### config.mk
export PLATFORM = sky130hd
export DESIGN_NAME = los_monitor
export DESIGN_NICKNAME = d
export VERILOG_FILES = /design/src/rtl/los_pkg.sv /design/src/rtl/los_zero_run.sv /design/src/rtl/los_exit_window.sv /design/src/rtl/los_state_ctl.sv /design/src/rtl/los_squelch.sv /design/src/rtl/los_monitor.sv
export SDC_FILE = /design/constraint.sdc
export NUM_CORES = 1
export LEC_CHECK = 0
export ABC_AREA = 0
export BUFFER_PORTS_ARGS = -buffer_cell sky130_fd_sc_hd__buf_2
export CAP_MARGIN = 20
export CORE_AREA = 2 2 63 95
export CTS_BUF_LIST = sky130_fd_sc_hd__clkbuf_4
export CTS_CLUSTER_SIZE = 8
export DETAILED_ROUTE_END_ITERATION = 12
export DIE_AREA = 0 0 65 97
export GPL_ROUTABILITY_DRIVEN = 0
export PLACE_DENSITY = 0.4
export SYNTH_ARGS = -nofsm -noshare
export SYNTH_HDL_FRONTEND = slang
export SYNTH_SLANG_ARGS = --single-unit
### constraint.sdc
create_clock -name clk -period 1.7 [get_ports clk]
set_input_delay 0.34 -clock clk [delete_from_list [all_inputs] [get_ports clk]]
set_output_delay 0.34 -clock clk [all_outputs]
set_load 0.1 [all_outputs]
### src/rtl/los_pkg.sv
// Package: shared types for the loss-of-signal detector.
// Assumes nothing beyond IEEE 1800-2017.
package los_pkg;

    // Line condition held by the state controller.
    typedef enum logic {
        ST_ACTIVE = 1'b0,
        ST_LOST   = 1'b1
    } los_state_e;

    // Larger of two integers, used to size shared counters.
    function automatic int max_int(input int a, input int b);
        return (a > b) ? a : b;
    endfunction

endpackage

### src/rtl/los_zero_run.sv
// Counts consecutive strobed zero bits.
// A strobed one returns the count to zero. The count saturates at SAT_MAX,
// so it never wraps. Assumes the strobe marks each bit period once.
module los_zero_run #(
    parameter int SAT_MAX = 175,
    parameter int RUN_W   = $clog2(SAT_MAX + 1)
) (
    input  logic             clk,
    input  logic             rst_n,
    input  logic             bit_vld,
    input  logic             rx_bit,
    output logic [RUN_W-1:0] run_cnt
);
    localparam logic [RUN_W-1:0] SAT_VAL = RUN_W'(SAT_MAX);

    // Purpose: track the current zero run, holding still between strobes.
    always_ff @(posedge clk) begin
        if (!rst_n) begin
            run_cnt <= '0;
        end else if (bit_vld) begin
            if (rx_bit) begin
                run_cnt <= '0;
            end else if (run_cnt != SAT_VAL) begin
                run_cnt <= run_cnt + 1'b1;
            end
        end
    end
endmodule

### src/rtl/los_exit_window.sv
// Judges whether the line has recovered while the loss state is armed.
// Strobed bits are gathered into windows of WINDOW bits.
// - On the last bit of a window, exit_ok pulses if the window's marks times
//   DENS_DIV reach WINDOW.
// - A zero that pushes the consecutive-zero run past MAX_RUN restarts the
//   window and is not counted.
// Assumes run_cnt is the registered run length before the current bit.
module los_exit_window #(
    parameter int WINDOW   = 175,
    parameter int MAX_RUN  = 100,
    parameter int DENS_DIV = 8,
    parameter int RUN_W    = 8
) (
    input  logic             clk,
    input  logic             rst_n,
    input  logic             arm,
    input  logic             bit_vld,
    input  logic             rx_bit,
    input  logic [RUN_W-1:0] run_cnt,
    output logic             exit_ok
);
    localparam int               CNT_W    = $clog2(WINDOW + 1);
    localparam logic [CNT_W-1:0] LAST_IDX = CNT_W'(WINDOW - 1);
    localparam logic [RUN_W-1:0] RUN_CAP  = RUN_W'(MAX_RUN);
    localparam logic [31:0]      NEED     = 32'(WINDOW);
    localparam logic [31:0]      DIV      = 32'(DENS_DIV);

    logic [CNT_W-1:0] bit_idx;
    logic [CNT_W-1:0] ones_q;
    logic [CNT_W-1:0] ones_nxt;
    logic             restart;
    logic             last_bit;
    logic             dens_ok;

    // Purpose: decode restart, window end and the density test for this bit.
    always_comb begin
        restart  = bit_vld && !rx_bit && (run_cnt >= RUN_CAP);
        last_bit = (bit_idx == LAST_IDX);
        ones_nxt = ones_q + CNT_W'(rx_bit);
        dens_ok  = (32'(ones_nxt) * DIV) >= NEED;
        exit_ok  = arm && bit_vld && !restart && last_bit && dens_ok;
    end

    // Purpose: advance the window position and mark count on each strobe.
    always_ff @(posedge clk) begin
        if (!rst_n || !arm) begin
            bit_idx <= '0;
            ones_q  <= '0;
        end else if (bit_vld) begin
            if (restart || last_bit) begin
                bit_idx <= '0;
                ones_q  <= '0;
            end else begin
                bit_idx <= bit_idx + 1'b1;
                ones_q  <= ones_nxt;
            end
        end
    end
endmodule

### src/rtl/los_state_ctl.sv
// Holds the line condition.
// - Moves to the loss state when the strobed bit is the ENTRY_ZEROS-th
//   consecutive zero.
// - Returns to active when the exit window reports recovery.
// Assumes run_cnt is the run length before the current bit.
module los_state_ctl
    import los_pkg::*;
#(
    parameter int ENTRY_ZEROS = 175,
    parameter int RUN_W       = 8
) (
    input  logic             clk,
    input  logic             rst_n,
    input  logic             bit_vld,
    input  logic             rx_bit,
    input  logic [RUN_W-1:0] run_cnt,
    input  logic             exit_ok,
    output logic             lost
);
    localparam logic [RUN_W-1:0] ENTRY_PRE = RUN_W'(ENTRY_ZEROS - 1);

    los_state_e state_q;
    los_state_e state_d;

    // Purpose: choose the next line condition from this strobe.
    always_comb begin
        state_d = state_q;
        unique case (state_q)
            ST_ACTIVE: if (bit_vld && !rx_bit && (run_cnt >= ENTRY_PRE)) state_d = ST_LOST;
            ST_LOST:   if (exit_ok) state_d = ST_ACTIVE;
            default:   state_d = ST_ACTIVE;
        endcase
    end

    // Purpose: register the line condition.
    always_ff @(posedge clk) begin
        if (!rst_n) state_q <= ST_ACTIVE;
        else        state_q <= state_d;
    end

    assign lost = (state_q == ST_LOST);
endmodule

### src/rtl/los_squelch.sv
// Forces each data lane to zero while the loss flag is set.
// Otherwise the lanes pass through unchanged. Purely combinational.
module los_squelch #(
    parameter int LANES = 3
) (
    input  logic             lost,
    input  logic [LANES-1:0] din,
    output logic [LANES-1:0] dout
);
    // One gate per lane.
    for (genvar g = 0; g < LANES; g++) begin : g_lane
        assign dout[g] = din[g] & ~lost;
    end
endmodule

### src/rtl/los_monitor.sv
// Top of the loss-of-signal detector.
// - A shared zero-run counter feeds both the entry rule and the
//   zero-gap limit of the exit windows.
// - The state controller registers the flag.
// - The squelch gates the received rails and the unipolar bit.
// Assumes one strobe per received bit period.
// EXIT_WINDOW is meant to lie within 100..250.
module los_monitor
    import los_pkg::*;
#(
    parameter int ENTRY_ZEROS = 175,
    parameter int EXIT_WINDOW = 175,
    parameter int MAX_ZERO_RUN = 100,
    parameter int DENS_DIV    = 8
) (
    input  logic clk,
    input  logic rst_n,
    input  logic bit_vld,
    input  logic rx_bit,
    input  logic rx_pos,
    input  logic rx_neg,
    output logic los,
    output logic sq_pos,
    output logic sq_neg,
    output logic sq_bit
);
    localparam int SAT_MAX = max_int(ENTRY_ZEROS, MAX_ZERO_RUN);
    localparam int RUN_W   = $clog2(SAT_MAX + 1);
    localparam int LANES   = 3;

    logic [RUN_W-1:0] run_cnt;
    logic             exit_ok;
    logic             lost;
    logic [LANES-1:0] lane_in;
    logic [LANES-1:0] lane_out;

    los_zero_run #(.SAT_MAX(SAT_MAX), .RUN_W(RUN_W)) u_run (
        .clk(clk), .rst_n(rst_n), .bit_vld(bit_vld), .rx_bit(rx_bit),
        .run_cnt(run_cnt)
    );

    los_exit_window #(
        .WINDOW(EXIT_WINDOW), .MAX_RUN(MAX_ZERO_RUN),
        .DENS_DIV(DENS_DIV), .RUN_W(RUN_W)
    ) u_win (
        .clk(clk), .rst_n(rst_n), .arm(lost), .bit_vld(bit_vld),
        .rx_bit(rx_bit), .run_cnt(run_cnt), .exit_ok(exit_ok)
    );

    los_state_ctl #(.ENTRY_ZEROS(ENTRY_ZEROS), .RUN_W(RUN_W)) u_ctl (
        .clk(clk), .rst_n(rst_n), .bit_vld(bit_vld), .rx_bit(rx_bit),
        .run_cnt(run_cnt), .exit_ok(exit_ok), .lost(lost)
    );

    assign lane_in = {rx_pos, rx_neg, rx_bit};

    los_squelch #(.LANES(LANES)) u_sq (
        .lost(lost), .din(lane_in), .dout(lane_out)
    );

    assign los    = lost;
    assign sq_pos = lane_out[2];
    assign sq_neg = lane_out[1];
    assign sq_bit = lane_out[0];
endmodule

==> impl_metrics.json, run 1 <==
{
  "critPathCaptureType": "flop",
  "syn_area_sq_um": 1350,
  "path_class": "reg2reg",
  "fin_crit_ns": 1.71,
  "start_util_pct": 24.9,
  "async_flop_share_pct": 0,
  "grt_pass1_vias": 1165,
  "ff2ff_path_depth": 8,
  "fp.dieW_microns": 65,
  "drc_errors": 0,
  "cap_violations": 0,
  "violations": "negative setup slack",
  "drt-vias-per-instance": 4.63,
  "reg2reg_to": "u_ctl.lost",
  "grt_max_degree": 18,
  "dpl_cell_area_sq_um": 1600,
  "firstDrtPassIters": 4,
  "design_area_sq_um": 1720,
  "whs_path_depth": 2,
  "synth_area_per_cell_sq_um": 8.37,
  "num_rows": 33,
  "tritoncts": "yes",
  "synth_edf_count": 0,
  "vias": 1171,
  "grt_overflow": 0,
  "seq_area_frac_synth_pct": 37.1,
  "slew_headroom_pct": 67.5,
  "multi_input_area_sq_um": 900,
  "synth_top_flop_cell": "dfxtp_1",
  "tns_ns": -0.0140,
  "ios": 10,
  "critPathMaxFanout": 4,
  "setup_violations": 1,
  "drive_above_1_share_pct": 24.0,
  "syn_inst": 161,
  "final-hold-violation-count": 0,
  "wl_per_cell_microns": 12.1,
  "min-delay-start": "rst_n",
  "dp_hpwl_microns": 2220,
  "area_growth_pct": 27.8,
  "cts_buffer_depth": 2,
  "crit_arrival_ns": 2.01,
  "worstReg2RegStart": "u_win.ones_q[0]",
  "final_common_cell": "nor2_1",
  "insertedDiodeCount": 0,
  "rsz0062_at_grt": "yes",
  "tightest_slew_ns": 0.490,
  "synth.area.top_cells": "dfxtp_1 (37%), nor2_1 (8.1%), xnor2_1 (7.1%), ha_1 (5.6%), xor2_1 (4.5%)",
  "min_path_type": "in2reg",
  "synth_area_leader_cell": "dfxtp_1",
  "numClockSinks": 25,
  "holdWs_ns": 0.277,
  "irDropWorstVdd_uv": 236,
  "synth_top_area_share_pct": 37.1,
  "powerDensity_nw_per_um2": 563,
  "fin_ws_ns": -0.0140,
  "final_max_slew_viol_count": 0,
  "met2_length_microns": 1680,
  "root_buffer": "clkbuf_4",
  "clkLatencyLatePin_ns": 0.33,
  "fin_worst_skew_ns": 0.00906,
  "required_ns": 1.99,
  "first_iter_violations": 75,
  "status": "complete, but fails checks",
  "p_leak_uw": 0.000615,
  "highest_layer": "met4",
  "core_area_sq_um": 5410,
  "htreeDepth": 1,
  "cts_hold_buf": 0,
  "final_cell_mix": "nor2_1 (29), dfxtp_1 (22), buf_4 (12)",
  "ys_ff_latch": 25,
  "grt_pass1_wl_microns": 5100,
  "numCtsBuffers": 3,
  "fmax_mhz": 583,
  "fill_cells": 586,
  "track_usage_pct": 10.2,
  "finalCritPeriodShare_pct": 101,
  "syn_nets": 173,
  "dr_wl_met3_microns": 49,
  "io_buffers": 9,
  "ant_nets": 0,
  "start_kind": "flop",
  "grt_antenna_before_repair": 0,
  "reg2reg_slack_ns": -0.01,
  "cts.clk_slew.worst_paths_ns": 0.16,
  "met1Wirelength_microns": 1310,
  "die_area_sq_um": 6310,
  "drt_wl_total_microns": 3070,
  "fp.dieH_microns": 97,
  "hold_end": "u_ctl.lost",
  "synth.distinct_cells": 38,
  "fin_nets": 196,
  "regArea_sq_um": 504,
  "yosys_warnings": 0
}
per-layer routing:
layer	track usage (%)	vias up
li1	-	601
met1	11.6	557
met2	18.5	11
met3	1.40	2
met4	4.09	0
met5	0	-
cell families (layout without fill, tap and decap cells):
kind of cell | after synthesis | after routing | share of synthesized area [%]
AND/OR/NAND/NOR | 77 | 77 | 28.9
flip-flops | 25 | 25 | 37.1
AO/OA/AOI/OAI | 19 | 19 | 10.0
XOR/XNOR | 18 | 18 | 11.7
buffers and inverters | 12 | 34 | 3.71
adder cells (fa/ha/maj) | 6 | 6 | 5.57
multiplexers | 4 | 4 | 2.97
cell usage after synthesis, drive strengths merged, types with 2 or more instances:
library cell  number
a211oi             2
a21o               3
a21oi              5
and2               2
and3               2
buf                3
dfxtp             25
ha                 6
inv                8
mux2i              4
nand2             11
nand3             11
nand4              6
nor2              29
nor2b              5
nor3               5
o21ai              2
or3                2
xnor2             11
xor2               7
critical path, stage by stage, from the launching register on:
cell,delay (ns)
dfxtp_2,0.36
ha_4,0.17
ha_4,0.16
nand4_1,0.11
buf_4,0.13
and3_4,0.18
mux2i_4,0.07
a221oi_4,0.29
o221a_2,0.20
flip-flops by register name, indices dropped and copies added (netlist names):
| name | count |
|---|---|
| u_win.ones_q | 8 |
| u_win.bit_idx | 8 |
| u_ctl.lost | 1 |
| u_run.run_cnt | 8 |
area by class of cell:
type / instances / share of cell area (%)
clock buffers: 3 / 1.31
inverters: 8 / 1.74
clock inverters: 1 / 0.291
flip-flops and latches: 25 / 29.3
multi-input cells: 124 / 52.3
repair buffers: 22 / 10.0
well taps: 70 / 5.09
repair_timing:
item | in CTS | in global routing
setup buffers | 1 | 2
endpoints found under the setup margin | 1 | 16
pin swaps | 3 | 3
gates resized for setup | 5 | 8
worst max path at each step:
stage	from	to	slack [ns]
after floorplan	rx_bit	u_ctl.lost	0.002
after global placement	rx_bit	u_ctl.lost	-0.17
after detailed placement	rx_bit	u_ctl.lost	-0.21
after CTS	u_win.ones_q[0]	u_ctl.lost	-0.006
after global routing	u_win.ones_q[0]	u_ctl.lost	-0.10
final	u_win.ones_q[0]	u_ctl.lost	-0.01
power breakdown:
part	internal [uW]	switching, uW	total, uW
clock network	88.4	202	291
logic	31.2	56.9	88.1
registers	588	1.83	590
through the flow:
stage | setup slack, ns | total power [uW] | std cells | util [%]
final | -0.0140 | 969 | 253 | 31.8
after global routing | -0.100 | 1010 | 253 | 31.8
after CTS | -0.00554 | 983 | 251 | 30.8
after detailed placement | -0.205 | 690 | 246 | 29.6
after global placement | -0.171 | 689 | 246 | 29.6
after floorplan | 0.00243 | 659 | 161 | -
Power figures use the tool's default switching activity.
==> run 2: changes to the inputs <==
PLACE_DENSITY = 0.38   (was 0.4)
clock period = 2.1 ns   (was 1.7 ns; I/O delays follow)
==> run 2 against run 1 <==
The flow now finishes without violations. First-iteration DRC count down 76%. Cell area down 10%. Sequential share of layout area up 3.2 points. Die area unchanged. Via count down 4.1%. Utilization down 3.3 points. Global-route usage down 0.45 points. Setup slack better by 0.24 ns.
==> impl_metrics.json, run 2 (synthesis results as in run 1) <==
{
  "status": "complete, no violations",
  "ios": 10,
  "met2_length_microns": 1500,
  "grt_antenna_before_repair": 0,
  "cts_buffer_depth": 2,
  "powerDensity_nw_per_um2": 493,
  "drc_errors": 0,
  "critPathMaxFanout": 5,
  "grt_pass1_vias": 1065,
  "multi_input_area_sq_um": 797,
  "final_max_slew_viol_count": 0,
  "final_cell_mix": "nor2_1 (29), dfxtp_1 (25), nand2_1 (11), xnor2_1 (11), nand3_1 (11)",
  "first_iter_violations": 18,
  "firstDrtPassIters": 4,
  "numCtsBuffers": 3,
  "clkLatencyLatePin_ns": 0.31,
  "fin_crit_ns": 1.87,
  "fin_ws_ns": 0.231,
  "ant_nets": 0,
  "path_class": "reg2reg",
  "fin_worst_skew_ns": 0.00645,
  "cts_hold_buf": 0,
  "place_ws_ns": 0.0303,
  "post_cts_resized": 0,
  "num_rows": 33,
  "regArea_sq_um": 500,
  "dr_wl_met3_microns": 46,
  "crit_chain": "ha_1 > ha_1 > nand4_1 > or3_1 > a221oi_1 > o221a_2",
  "irDropWorstVdd_uv": 248,
  "cts_setup_buffers": 0,
  "final_common_cell": "nor2_1",
  "largest_registers": "u_run.run_cnt (8), u_win.bit_idx (8), u_win.ones_q (8)",
  "fmax_mhz": 535,
  "drt_wl_total_microns": 2880,
  "critPathBufInv": 0,
  "drt-vias-per-instance": 4.55,
  "io_buffers": 9,
  "tightest_slew_ns": 0.486,
  "crit_arrival_ns": 2.13,
  "required_ns": 2.36,
  "cp_top_family": "simple AND/OR/NAND/NOR gates",
  "die_area_sq_um": 6310,
  "fill_cells": 586,
  "placed_cells": 243,
  "highest_layer": "met4",
  "start_kind": "flop",
  "grt_max_degree": 14,
  "cts.clk_slew.worst_paths_ns": 0.13,
  "track_usage_pct": 9.73,
  "grt_overflow": 0,
  "max_stage_delay_ns": 0.39,
  "numClockSinks": 25,
  "area_growth_pct": 14.5,
  "slew_headroom_pct": 67.8,
  "critPathCaptureType": "flop",
  "tritoncts": "yes",
  "vias": 1123,
  "root_buffer": "clkbuf_4",
  "htreeDepth": 1,
  "insertedDiodeCount": 0,
  "rsz0062_at_grt": "no",
  "core_area_sq_um": 5410,
  "fin_nets": 190,
  "setup_violations": 0,
  "wl_per_cell_microns": 11.6,
  "instances_no_fill": 247,
  "min_path_type": "in2reg",
  "crit_path_frequent_cell": "ha_1",
  "drive_above_1_share_pct": 14.1,
  "fp.dieW_microns": 65,
  "cap_violations": 0,
  "finalCritPeriodShare_pct": 89.0,
  "start_util_pct": 24.9,
  "fp.dieH_microns": 97,
  "dp_hpwl_microns": 2150,
  "final-hold-violation-count": 0,
  "met1Wirelength_microns": 1290,
  "cp_slowest_cell": "or3_1",
  "grt_pass1_wl_microns": 4930,
  "p_leak_uw": 0.000547
}
-- run 2: cell types whose count changed in the layout (fill, tap and decap cells not counted), sizes merged --
cell    before  now
clkinv       1    0
buf         21   16
-- run 2: layout make-up --
class                      count  share of cell area (%)
sequential                    25                    32.4
clock buffer                   4                    1.95
multi-input combinational    124                    51.7
inverter                       8                    1.95
timing repair buffer          16                    6.33
tap                           70                    5.68
-- run 2: power breakdown --
group / leakage, uW / total [uW] / switching [uW] / internal [uW]
registers: 0.000201 / 477 / 1.49 / 476
logic: 0.000327 / 59.7 / 43.3 / 16.4
clock network: 0.0000184 / 224 / 137 / 87.0
-- run 2: layer usage --
| metal | vias up | track usage [%] |
|---|---|---|
| met5 | - | 0 |
| met4 | 0 | 3.44 |
| met3 | 2 | 1.05 |
| met2 | 14 | 17.4 |
| met1 | 523 | 11.6 |
| li1 | 584 | - |
-- run 2: stage by stage --
stage	utilization, %	TNS, ns	power (uW)	hold WS (ns)	cell area [sq um]
after floorplan	-	-1.49	530	0.465	1350
after global placement	28.0	0	548	0.487	1510
after CTS	28.5	0	780	0.385	1540
after global routing	28.5	0	801	0.389	1540
after detailed placement	28.0	0	548	0.492	1510
final	28.5	0	761	0.402	1540
-- run 2: final timing paths --
check                  startpoint              end  slack, ns  cells after the start
hold reg to reg   u_win.ones_q[0]  u_win.ones_q[0]       0.52                      2
setup reg to reg  u_win.ones_q[0]       u_ctl.lost       0.23                      6
setup / recovery  u_win.ones_q[0]       u_ctl.lost       0.23                      6
hold / removal              rst_n       u_ctl.lost       0.40                      2
==> run 3: changes to the inputs <==
CELL_PAD_IN_SITES_DETAIL_PLACEMENT = 0   (was default)
CELL_PAD_IN_SITES_GLOBAL_PLACEMENT = 2   (was default)
PLACE_DENSITY = 0.56   (was 0.38)
==> run 3 against run 2 <==
Clock-buffer cell count decreased by 1. Clock skew shrank 0.0044 ns. Cell count up 0.40%. Via count down 0.27%. Die area unchanged. Power decreased by 0.51%. Register-to-register slack about the same. Sequential share of layout area down 0.10 points. Sequential power barely moved.
==> impl_metrics.json, run 3 (synthesis results as in run 1) <==
{
  "status": "complete, no violations",
  "cts_setup_buffers": 0,
  "fmax_mhz": 532,
  "p_clk_share_pct": 28.9,
  "tritoncts": "yes",
  "tns_ns": 0,
  "area_growth_pct": 14.9,
  "dp_hpwl_microns": 2330,
  "p_total_uw": 757,
  "instances_no_fill": 248,
  "fp.dieH_microns": 97,
  "place_ws_ns": 0.0175,
  "htreeDepth": 1,
  "post_cts_resized": 0,
  "hold_end": "u_ctl.lost",
  "ff2ff_path_depth": 6,
  "final_common_cell": "nor2_1",
  "crit_arrival_ns": 2.16,
  "drt_wl_total_microns": 2920,
  "critPathCaptureType": "flop",
  "die_area_sq_um": 6310,
  "insertedDiodeCount": 0,
  "critPathMaxFanout": 5,
  "num_rows": 33,
  "path_class": "reg2reg",
  "ios": 10,
  "holdWs_ns": 0.383,
  "cap_violations": 0,
  "p_leak_uw": 0.000551,
  "setup_violations": 0,
  "fp.dieW_microns": 65,
  "power.switching_uw": 193,
  "start_kind": "flop",
  "fin_nets": 191,
  "irDropWorstVdd_uv": 146,
  "rsz0062_at_grt": "no",
  "powerDensity_nw_per_um2": 489,
  "cts.clk_slew.worst_paths_ns": 0.14,
  "core_area_sq_um": 5410,
  "wl_per_cell_microns": 11.8,
  "reg2reg_slack_ns": 0.22,
  "fin_worst_skew_ns": 0.00202,
  "grt_pass1_vias": 1190,
  "slew_headroom_pct": 67.6,
  "ant_nets": 0,
  "drc_errors": 0,
  "io_buffers": 9,
  "grt_max_degree": 15,
  "final-hold-violation-count": 0,
  "tightest_slew_ns": 0.490,
  "fin_ws_ns": 0.221,
  "vias": 1120,
  "final_cell_mix": "nor2_1 (29), dfxtp_1 (25), nand2_1 (11), xnor2_1 (11), nand3_1 (11)",
  "required_ns": 2.38,
  "grt_pass1_wl_microns": 5220,
  "pwr-share-comb_pct": 8.0,
  "cts_hold_buf": 0,
  "numClockSinks": 25,
  "drt-vias-per-instance": 4.52,
  "largest_registers": "u_run.run_cnt (8), u_win.bit_idx (8), u_win.ones_q (8)",
  "p_seq_share_pct": 63.1,
  "placed_cells": 244,
  "whs_path_depth": 2,
  "track_usage_pct": 10.5,
  "min-delay-start": "rst_n",
  "fin_crit_ns": 1.88,
  "numCtsBuffers": 3,
  "finalCritPeriodShare_pct": 89.5,
  "swShare_pct": 25.5,
  "worstReg2RegStart": "u_win.ones_q[0]",
  "first_iter_violations": 48,
  "clkLatencyLatePin_ns": 0.32,
  "grt_overflow": 0,
  "cts_buffer_depth": 2,
  "drive_above_1_share_pct": 14.6,
  "start_util_pct": 24.9,
  "reg2reg_to": "u_ctl.lost",
  "root_buffer": "clkbuf_4",
  "firstDrtPassIters": 4,
  "cell_internal_pwr_uw": 564,
  "min_path_type": "in2reg",
  "grt_antenna_before_repair": 0,
  "final_max_slew_viol_count": 0
}
-- run 3: changes by cell type in the layout (fill, tap and decap cells not counted), sizes merged --
cell,before,now
buf,16,17
clkbuf,4,3
clkinv,0,1
-- run 3: layout make-up --
class | instances | area (sq um)
fill | 595 | 3860
multi-input combinational | 124 | 797
sequential | 25 | 500
timing repair buffer | 17 | 105
tap | 70 | 87.6
inverter | 8 | 30.0
clock buffer | 3 | 22.5
clock inverter | 1 | 5.00
-- run 3: worst max-delay path by stage --
stage / from / to / slack [ns] / cells after the start
floorplan: u_ctl.lost / sq_bit / -0.50 / 1
global placement: rx_bit / u_ctl.lost / 0.07 / 7
detailed placement: rx_bit / u_ctl.lost / 0.02 / 7
CTS: u_win.ones_q[0] / u_ctl.lost / 0.18 / 6
global route: u_win.ones_q[0] / u_ctl.lost / 0.008 / 6
finish: u_win.ones_q[0] / u_ctl.lost / 0.22 / 6
-- run 3: worst max-delay path: stages (launching register included) --
cell and delay, ns:
dfxtp_1 0.36, ha_1 0.18, ha_1 0.24, nand4_1 0.16
or3_1 0.40, a221oi_1 0.28, o221a_2 0.23
-- run 3: metrics by stage --
stage               area, sq um  util (%)
CTS                        1550      28.6
global route               1550      28.6
global placement           1520      28.1
finish                     1550      28.6
detailed placement         1520      28.1
floorplan                  1350         -
-- run 3: layer usage --
layer	track usage (%)	part of all wire, %	wire length (microns)
met1	11.1	42	1230
met2	19.6	54	1590
met3	1.40	1.2	35
met4	4.91	2.1	61
met5	0	0	0
-- run 3: power groups by stage --
stage          sequential [uW]  combinational [uW]  clock [uW]
2_1_floorplan              487                42.8           0
3_3_place_gp               488                61.8           0
3_5_place_dp               488                61.6           0
4_1_cts                    478                61.7         233
5_1_grt                    478                65.8         251
6_report                   477                60.9         218
